$ cat config.mk
export PLATFORM = sky130hd
export DESIGN_NAME = frame_relay_seq
export DESIGN_NICKNAME = d
export VERILOG_FILES = /design/src/rtl/frs_pkg.sv /design/src/rtl/frs_fifo.sv /design/src/rtl/frs_datapath.sv /design/src/rtl/frs_ctrl.sv /design/src/rtl/frame_relay_seq.sv
export SDC_FILE = /design/constraint.sdc
export NUM_CORES = 1
export LEC_CHECK = 0
export CORE_UTILIZATION = 32
export CTS_CLUSTER_SIZE = 40
export DETAILED_ROUTE_END_ITERATION = 7
export GPL_TIMING_DRIVEN = 1
export PLACE_DENSITY = 0.54
export SLEW_MARGIN = 20
export SYNTH_ARGS = -nofsm -noshare
export SYNTH_HDL_FRONTEND = slang
export SYNTH_SLANG_ARGS = --single-unit
$ cat constraint.sdc
create_clock -name clk -period 3.5 [get_ports clk]
set_input_delay 0.7 -clock clk [delete_from_list [all_inputs] [get_ports clk]]
set_output_delay 0.7 -clock clk [all_outputs]
set_load 0.03 [all_outputs]
$ cat src/rtl/frs_pkg.sv
package frs_pkg;
  typedef enum logic [1:0] {
    ST_IDLE   = 2'd0,
    ST_FILL   = 2'd1,
    ST_DRAIN  = 2'd2,
    ST_DECIDE = 2'd3
  } seqState_t;

  // strobes from control to datapath
  typedef struct packed {
    logic acceptPix;
    logic inPop;
  } ctrlStrobe_t;
endpackage

$ cat src/rtl/frs_fifo.sv
module frs_fifo #(
  parameter int W     = 8,
  parameter int DEPTH = 16,
  localparam int AW   = (DEPTH > 1) ? $clog2(DEPTH) : 1,
  localparam int CW   = $clog2(DEPTH + 1)
) (
  input  logic          clk,
  input  logic          rstN,
  input  logic          push,
  input  logic [W-1:0]  wdata,
  input  logic          pop,
  output logic [W-1:0]  rdata,
  output logic          full,
  output logic          empty,
  output logic [CW-1:0] count
);
  logic [W-1:0]  mem [DEPTH];
  logic [AW-1:0] wrPtr, rdPtr;
  logic          pushOk, popOk;

  assign full   = (count == CW'(DEPTH));
  assign empty  = (count == '0);
  assign pushOk = push && !full;
  assign popOk  = pop && !empty;
  assign rdata  = mem[rdPtr];

  always_ff @(posedge clk) begin
    if (pushOk) mem[wrPtr] <= wdata;
  end

  always_ff @(posedge clk) begin
    if (!rstN) begin
      wrPtr <= '0;
      rdPtr <= '0;
      count <= '0;
    end else begin
      if (pushOk) wrPtr <= (wrPtr == AW'(DEPTH - 1)) ? '0 : wrPtr + 1'b1;
      if (popOk)  rdPtr <= (rdPtr == AW'(DEPTH - 1)) ? '0 : rdPtr + 1'b1;
      count <= count + CW'(pushOk) - CW'(popOk);
    end
  end

  // a write into a full FIFO with no read leaves it full, no wrap
  a_r9_full_drop: assert property (@(posedge clk) disable iff (!rstN)
    (full && push && !pop) |=> (count == CW'(DEPTH)));
  // a read from a non-empty FIFO without a write lowers the count by one
  a_r2_pop_count: assert property (@(posedge clk) disable iff (!rstN)
    (!empty && pop && !push) |=> (count == $past(count) - 1'b1));
endmodule

$ cat src/rtl/frs_datapath.sv
module frs_datapath
  import frs_pkg::*;
#(
  parameter int PIX_W     = 16,
  parameter int BYTE_W    = 8,
  parameter int OUT_DEPTH = 16,
  parameter int IN_DEPTH  = 16
) (
  input  logic              clk,
  input  logic              rstN,
  input  ctrlStrobe_t       strobe,
  input  logic              pixValid,
  input  logic [PIX_W-1:0]  pixData,
  input  logic              copRd,
  output logic [PIX_W-1:0]  copData,
  input  logic              copWr,
  input  logic [BYTE_W-1:0] copWrData,
  output logic [BYTE_W-1:0] hostData,
  output logic              inEmpty,
  output logic              dmaReq,
  output logic              ovfErr
);
  localparam int OCW = $clog2(OUT_DEPTH + 1);
  localparam int ICW = $clog2(IN_DEPTH + 1);
  localparam logic [OCW-1:0] HALF_MARK = OCW'(OUT_DEPTH / 2);

  logic           outPush, outFull, outEmpty;
  logic [OCW-1:0] outCount;
  logic           inFull;
  logic [ICW-1:0] inCount;

  assign outPush = strobe.acceptPix && pixValid;

  frs_fifo #(.W(PIX_W), .DEPTH(OUT_DEPTH)) uOutFifo (
    .clk(clk), .rstN(rstN), .push(outPush), .wdata(pixData),
    .pop(copRd), .rdata(copData), .full(outFull), .empty(outEmpty),
    .count(outCount)
  );

  frs_fifo #(.W(BYTE_W), .DEPTH(IN_DEPTH)) uInFifo (
    .clk(clk), .rstN(rstN), .push(copWr), .wdata(copWrData),
    .pop(strobe.inPop), .rdata(hostData), .full(inFull), .empty(inEmpty),
    .count(inCount)
  );

  assign dmaReq = (outCount >= HALF_MARK);

  always_ff @(posedge clk) begin
    if (!rstN)                    ovfErr <= 1'b0;
    else if (outPush && outFull)  ovfErr <= 1'b1;
  end

  // overflow flag is sticky
  a_r9_sticky: assert property (@(posedge clk) disable iff (!rstN)
    ovfErr |=> ovfErr);
  // an empty outbound FIFO never requests DMA
  a_r3_no_req_empty: assert property (@(posedge clk) disable iff (!rstN)
    outEmpty |-> !dmaReq);
  // the control never pops an empty inbound FIFO
  a_r6_pop_nonempty: assert property (@(posedge clk) disable iff (!rstN)
    strobe.inPop |-> (inCount != '0));
endmodule

$ cat src/rtl/frs_ctrl.sv
module frs_ctrl
  import frs_pkg::*;
#(
  parameter int LEN_W = 16
) (
  input  logic             clk,
  input  logic             rstN,
  input  logic             captureCmd,
  input  logic             copIrq,
  input  logic             encodeValid,
  input  logic             hostFull,
  input  logic [LEN_W-1:0] frameLen,
  input  logic             inEmpty,
  output ctrlStrobe_t      strobe,
  output logic             hostWr,
  output logic             endPulse
);
  seqState_t        state;
  logic             irqMeta, irqSync, irqLast, irqRise;
  logic [LEN_W-1:0] byteCnt;
  logic             popNow, lastByte;

  assign irqRise  = irqSync && !irqLast;
  assign popNow   = (state == ST_DRAIN) && !inEmpty && !hostFull;
  assign lastByte = (byteCnt == frameLen - 1'b1);

  assign strobe.acceptPix = (state != ST_IDLE);
  assign strobe.inPop     = popNow;
  assign hostWr           = popNow;
  assign endPulse         = (state == ST_DECIDE) && !encodeValid;

  always_ff @(posedge clk) begin
    if (!rstN) begin
      irqMeta <= 1'b0;
      irqSync <= 1'b0;
      irqLast <= 1'b0;
    end else begin
      irqMeta <= copIrq;
      irqSync <= irqMeta;
      irqLast <= irqSync;
    end
  end

  always_ff @(posedge clk) begin
    if (!rstN) begin
      state   <= ST_IDLE;
      byteCnt <= '0;
    end else begin
      unique case (state)
        ST_IDLE:  if (captureCmd) state <= ST_FILL;
        ST_FILL:  if (irqRise) begin
                    state   <= ST_DRAIN;
                    byteCnt <= '0;
                  end
        ST_DRAIN: if (popNow) begin
                    if (lastByte) state <= ST_DECIDE;
                    else          byteCnt <= byteCnt + 1'b1;
                  end
        ST_DECIDE: state <= encodeValid ? ST_FILL : ST_IDLE;
        default:  state <= ST_IDLE;
      endcase
    end
  end

  // no host write while the buffer is full
  a_r6_hold_full: assert property (@(posedge clk) disable iff (!rstN)
    hostFull |-> !hostWr);
  // a synchronized rising edge while filling starts a drain
  a_r4_irq_start: assert property (@(posedge clk) disable iff (!rstN)
    (state == ST_FILL && irqRise) |=> (state == ST_DRAIN));
  // the end notification lasts one cycle and leads to idle
  a_r8_end_single: assert property (@(posedge clk) disable iff (!rstN)
    endPulse |=> (!endPulse && state == ST_IDLE));
  // idle holds until a capture command
  a_r1_idle_hold: assert property (@(posedge clk) disable iff (!rstN)
    (state == ST_IDLE && !captureCmd) |=> (state == ST_IDLE));
endmodule

$ cat src/rtl/frame_relay_seq.sv
module frame_relay_seq
  import frs_pkg::*;
#(
  parameter int PIX_W     = 16,
  parameter int BYTE_W    = 8,
  parameter int OUT_DEPTH = 16,
  parameter int IN_DEPTH  = 16,
  parameter int LEN_W     = 16
) (
  input  logic              clk,
  input  logic              rstN,
  input  logic              captureCmd,
  input  logic              pixValid,
  input  logic [PIX_W-1:0]  pixData,
  input  logic              copRd,
  output logic [PIX_W-1:0]  copData,
  output logic              dmaReq,
  input  logic              copWr,
  input  logic [BYTE_W-1:0] copWrData,
  input  logic              copIrq,
  input  logic [LEN_W-1:0]  frameLen,
  input  logic              hostFull,
  output logic              hostWr,
  output logic [BYTE_W-1:0] hostData,
  input  logic              encodeValid,
  output logic              endPulse,
  output logic              ovfErr
);
  ctrlStrobe_t strobe;
  logic        inEmpty;

  frs_ctrl #(.LEN_W(LEN_W)) uCtrl (
    .clk(clk), .rstN(rstN), .captureCmd(captureCmd), .copIrq(copIrq),
    .encodeValid(encodeValid), .hostFull(hostFull), .frameLen(frameLen),
    .inEmpty(inEmpty), .strobe(strobe), .hostWr(hostWr), .endPulse(endPulse)
  );

  frs_datapath #(.PIX_W(PIX_W), .BYTE_W(BYTE_W), .OUT_DEPTH(OUT_DEPTH),
                 .IN_DEPTH(IN_DEPTH)) uPath (
    .clk(clk), .rstN(rstN), .strobe(strobe), .pixValid(pixValid),
    .pixData(pixData), .copRd(copRd), .copData(copData), .copWr(copWr),
    .copWrData(copWrData), .hostData(hostData), .inEmpty(inEmpty),
    .dmaReq(dmaReq), .ovfErr(ovfErr)
  );
endmodule

* After elaboration in Yosys (flattened, before gate mapping) *
Memory sizes are Yosys's and may differ from the RTL's. A register that Yosys moved wholly into a read port is not among the register bits.
Cells that the tools add are included.

operators by class
  add/sub/neg operators = 10
  eq/ne operators = 15
  reduce and logical (&&, ||, !) cells = 24
  $lt $le $gt $ge = 1
  multiplexer cells = 22

operators by type and width
  operator               number
  $mux 16                3
  $mux 4                 8
  $pmux 16 s2            1
  $add 16x1->16 const B  1
  $add 4x1->4 const B    4
  $eq 16x16->1           1
  $eq 4x4->1 const B     4
  $sub 16x1->16 const B  1
  $add 5x1->5            2
  $eq 5x5->1 const B     2
  $logic_and 1x1->1      10
  $logic_not 5->1        2
  $sub 5x1->5            2
  $mux 2                 4
  $pmux 2 s4             1
  $reduce_and 4->1       2
  $logic_not 1->1        7
  $ne 2x1->1 const B     3
  $ge 5x4->1 const B     1
  $mux 1                 5
  $eq 2x2->1 const B     2
  $ne 2x2->1 const B     2
  $reduce_bool 2->1      2
  $eq 2x1->1 const B     1
  $logic_not 2->1        1

word-level totals
  output and inout port bits = 28
  bits of input ports = 49
  memories kept = 2
  bits in writable memories = 384
  register bits = 48

memory list
  name                words  bits a word  rd ports  clocked after Yosys merged registers in  wr ports  line            text
  uPath.uOutFifo.mem  16     16           1         1                                        1         frs_fifo.sv:17  logic [W-1:0] mem [DEPTH];
  uPath.uInFifo.mem   16     8            1         1                                        1         frs_fifo.sv:17

* Logic depth before layout (Yosys ltp) *
  depth in word-level cells = 7
  mapped depth = 16

* Cells and area by module *
From an unflattened synthesis, not the netlist that was laid out.

second synthesis, totals
  cell total of the unflattened synthesis = 1,040
  area total of the unflattened synthesis = 18,297.5 µm²

by module, submodules not included
  module                      cells each  seq. area each (µm²)  times used  area each (µm²)
  frs_fifo at uPath.uOutFifo  500         8,027.7               1           10,573.9
  frs_fifo at uPath.uInFifo   305         4,184.0               1           5,834.3
  frs_ctrl                    230         420.4                 1           1,843.0
  frs_datapath                5           20.0                  1           46.3

* Worst setup path after synthesis *
OpenSTA, ideal clock, no wires.

  kind = input-to-reg
  start point = input frameLen[1]
  end point = register uCtrl.byteCnt[13]
  stages = 9
  arrival time = 3.044 ns
  slack = 0.384 ns
  setup time = 0.073 ns
  cells stage by stage = nor4_2 mux2_2 a211oi_1 o21ai_0 nand4_4 a31oi_4 clkbuf_2 or4_1 a21oi_1

between the ends
  longest elaborated chain between the ends = 4

RTL lines
  element                            line                   text
  start, declared                    frame_relay_seq.sv:21  input logic [LEN_W-1:0] frameLen,
  $sub 16x1->16                      frs_ctrl.sv:25         assign lastByte = (byteCnt == frameLen - 1'b1);
  $eq 16x16->1                       frs_ctrl.sv:25
  $ne 2x2->1 (no source line)        --
  $reduce_and 4->1 (no source line)  --
  end signal, assigned               frs_ctrl.sv:57         else byteCnt <= byteCnt + 1'b1;
  end, declared                      frs_ctrl.sv:20         logic [LEN_W-1:0] byteCnt;

No other way between the ends.
A chain may end at the register's enable or synchronous reset.

==> flow_summary_export.csv <==
group,metric,value,unit
die,fp.dieW,238.7,microns
die,rows,86,
synth,synth_fa_ha_area_frac,0.02318,
clocking,clockBufferDepth,3,
synth,synth.mux.area_fraction,0.1553,
global_routing,grt_max_degree,65,
worst_setup_path,cp-start-kind,"flop",
routing,detail_route.wl_per_cell,19.82,microns
finish,drive_above_1_share,0.2419,
worst_setup_path,cp-end-kind,"output port",
global_routing,top_usage_layer,"met2",
global_routing,use_met3,0.02413,
place,pre_cts_ws,-157.5,ps
synth,synthFlopType,"edfxtp_1",
synth,ys_warn_count,0,
global_routing,use_met2,0.2245,
die,die_h,238.7,microns
synth,synth_cell_types,60,
clocking,cts-resized-gates,24,
global_routing,track_usage,0.1334,
routing,vias,8944,
sta,final.setup.worst_slack,95.80,ps
power,powerDensity,600.0,nW/um^2
sta,setup_violations,0,
routing,drtAntennaViolNets,0,
clocking,postCtsSetupRepairBufs,0,
routing,drtPass1Iterations,4,
place,dp.cells,1786,
global_routing,grt-ovfl-total,0,
clocking,htreeDepth,2,
worst_setup_path,critical_path_required,2800,ps
worst_setup_path,crit_path_frequent_cell,"mux4_2",
synth,ys_ff_latch,440,
synth,synth_simple_gate_area_frac,0.05432,
power,p_leak,6.708,nW
place,io_buffers,76,
finish,fin_util,0.3850,
synth,syn_inst,953,
finish,final_cells,1864,
place,gp_congestion,0.7238,
finish,syn_to_final_growth,18.58,%
clocking,postCtsHoldBufs,0,
routing,via_per_inst,4.798,
synth,synth_edf_count,384,
sta,slew_viol_final,0,
routing,drt_iter0_drc,663,
clocking,insertion_delay,570,ps
clocking,cts_made_buffers,45,
worst_setup_path,arrival,2700,ps
synth,synth-async-reset-ratio,0,
synth,synthesis.nets,1034,
sta,maxSlewHeadroom,0.4521,
die,start_util,0.3247,
run,max_cap_violations,0,
global_routing,met1_usage,0.1766,
clocking,clkSinkCount,440,
clocking,clock-root-buffer,"clkbuf_16",
routing,drc,0,
worst_setup_path,critPathKind,"reg2out",
sta,post-route-period-util,0.9726,
power,power,12.75,mW
synth,syn_area,17920,sq um
die,ios,77,
synth,synth_compound_area_frac,0.02981,
worst_setup_path,cp_slowest_stage_delay,550,ps
global_routing,grt_pass1_vias,9485,
global_routing,grt_pass1_wl,57370,microns
finish,num-nets-final,1166,
worst_setup_path,cpMaxStageDelayCell,"mux4_2",
sta,period_needed,3404,ps
synth,avgSynthCellArea,18.80,sq um
sta,max_freq,293.8,MHz
hold_path,hold_class,"reg2reg",
synth,synth_top_family_by_area,"multiplexers",
clocking,clkTransAtPathRegs,60,ps
worst_setup_path,worstPathMaxFanout,29,
sta,worst_pin_slew,813.3,ps
global_routing,antenna_found_initial,0,
die,coreArea,55200,sq um
synth,synthXorXnorAreaFrac,0.01564,
clocking,cts_tree,"done",
routing,routed_wl,36940,microns
die,dieArea,56950,sq um
finish,num_antenna_cells,0,
power,peakVddDrop,0.3660,mV
place,hpwl,22230,microns
sta,timing.final.hold_violations,0,
outcome,status,"complete, no violations",
sta,whs,444.8,ps
synth,yosysSeqAreaShare,0.7060,
worst_setup_path,path_cells,"buf_12, mux4_2, mux4_2, dlygate4sd2_1",
sta,rsz0062_at_grt,"true",
sta,finClkSkew,18.09,ps
cell usage after synthesis, drive strengths merged (7+ instances only):
| cell | instances | area (sq um) |
|---|---|---|
| edfxtp | 384 | 11530 |
| nor3 | 9 | 45.04 |
| mux2i | 7 | 70.07 |
| a21oi | 27 | 157.6 |
| nand2 | 27 | 101.4 |
| mux4 | 120 | 2703 |
| dfxtp | 56 | 1121 |
| and2 | 21 | 131.4 |
| or3 | 14 | 87.58 |
| xnor2 | 15 | 131.4 |
| ha | 30 | 375.4 |
| nand3 | 15 | 75.07 |
| clkbuf | 22 | 83.83 |
| nor2 | 43 | 161.4 |
| nor3b | 8 | 65.06 |
| buf | 17 | 88.83 |
| inv | 29 | 108.9 |
| and3 | 9 | 56.30 |
| xor2 | 17 | 148.9 |
| o21ai | 21 | 127.6 |
per-layer routing:
layer / wire length, microns / share of wire / vias up
met4: 666 / 0.018 / 0
li1: - / - / 4099
met3: 1372 / 0.037 / 49
met5: 0 / 0 / -
met2: 18560 / 0.50 / 138
met1: 16340 / 0.44 / 4658
cell type report:
type / instances / area (sq um)
inverters: 29 / 108.9
repair buffers: 124 / 1172
clock buffers: 56 / 1187
flip-flops and latches: 440 / 12660
fillers: 4982 / 33950
well taps: 748 / 935.9
clock inverters: 22 / 150.1
multi-input cells: 445 / 5037
worst paths after layout:
kind	startpoint	end	slack (ps)	depth (start not counted)
worst max-delay path	flop	copData[0]	100	4
worst min-delay path	uCtrl.irqMeta	uCtrl.irqSync	440	1
worst max register to register	uPath.uInFifo.count[2]	uPath.uInFifo.count[4]	750	13
worst min register to register	uCtrl.irqMeta	uCtrl.irqSync	440	1
cells in the final DEF, fill, tap and decap left out, types with 3 or more instances in the layout:
master           Yosys  layout
dfxtp_1             56      53
nor3b_1              7       7
o211ai_1             3       3
xor2_1              17      17
mux4_2             120     120
buf_12               1       5
clkbuf_16            0      45
nand2b_1             6       6
nor3_2               0       4
nor2_1              43      31
a21oi_1             21      21
inv_1               28      28
a31oi_1              5       5
a21oi_2              6       6
xnor2_1             15      15
nand2_1             27      27
clkbuf_1            21       9
nand4_1              5       5
edfxtp_1           384     384
clkinv_2             0       7
or3_1               14      14
mux2i_1              7       7
o21ai_0             14      14
o21ai_2              6       6
clkinv_1             0      10
o31ai_1              3       3
and3_1               9       9
nor3_1               9       5
buf_4                0      42
and2_1              21      21
nor2_2               0      12
or4_1                6       6
ha_1                30      30
dlygate4sd2_1        0      21
clkdlybuf4s50_1      0      52
nand3_1             15      15
worst max-delay path, delay by kind of cell, from the launching register on:
family                 cells  cell delay (ps)
multiplexers               2             1090
buffers and inverters      2              650
flip-flops                 1              400
registers in the layout, indices dropped and copies added (netlist names), named ones only:
register	count
uPath.uOutFifo.mem	256
uPath.uInFifo.mem	128
uCtrl.byteCnt	16
uPath.uInFifo.count	5
uPath.uOutFifo.count	5
uPath.uInFifo.rdPtr	4
uPath.uInFifo.wrPtr	4
uPath.uOutFifo.rdPtr	4
uPath.uOutFifo.wrPtr	4
uCtrl.state	2
uCtrl.irqLast	1
uCtrl.irqMeta	1
uCtrl.irqSync	1
uPath.ovfErr	1
per-stage QoR:
| step | setup TNS (ps) | instance area [sq um] |
|---|---|---|
| after floorplan | 0 | 17920 |
| after global placement | -2227 | 19940 |
| after detailed placement | -2252 | 19940 |
| after CTS | 0 | 21240 |
| after global routing | -66.37 | 21250 |
| final | 0 | 21250 |
where the power goes:
group          switching (mW)  internal, mW
clock network            1.95          2.48
registers              0.0996          5.90
logic                    1.24          1.08
total                    3.29          9.46
cells by family after synthesis:
group           after synthesis
compound gates               75
fa+ha+maj                    32
buf+inv                      68
mux                         128
simple gates                178
flops                       440
xor+xnor                     32
No activity file was read; power rests on OpenSTA's default activity.
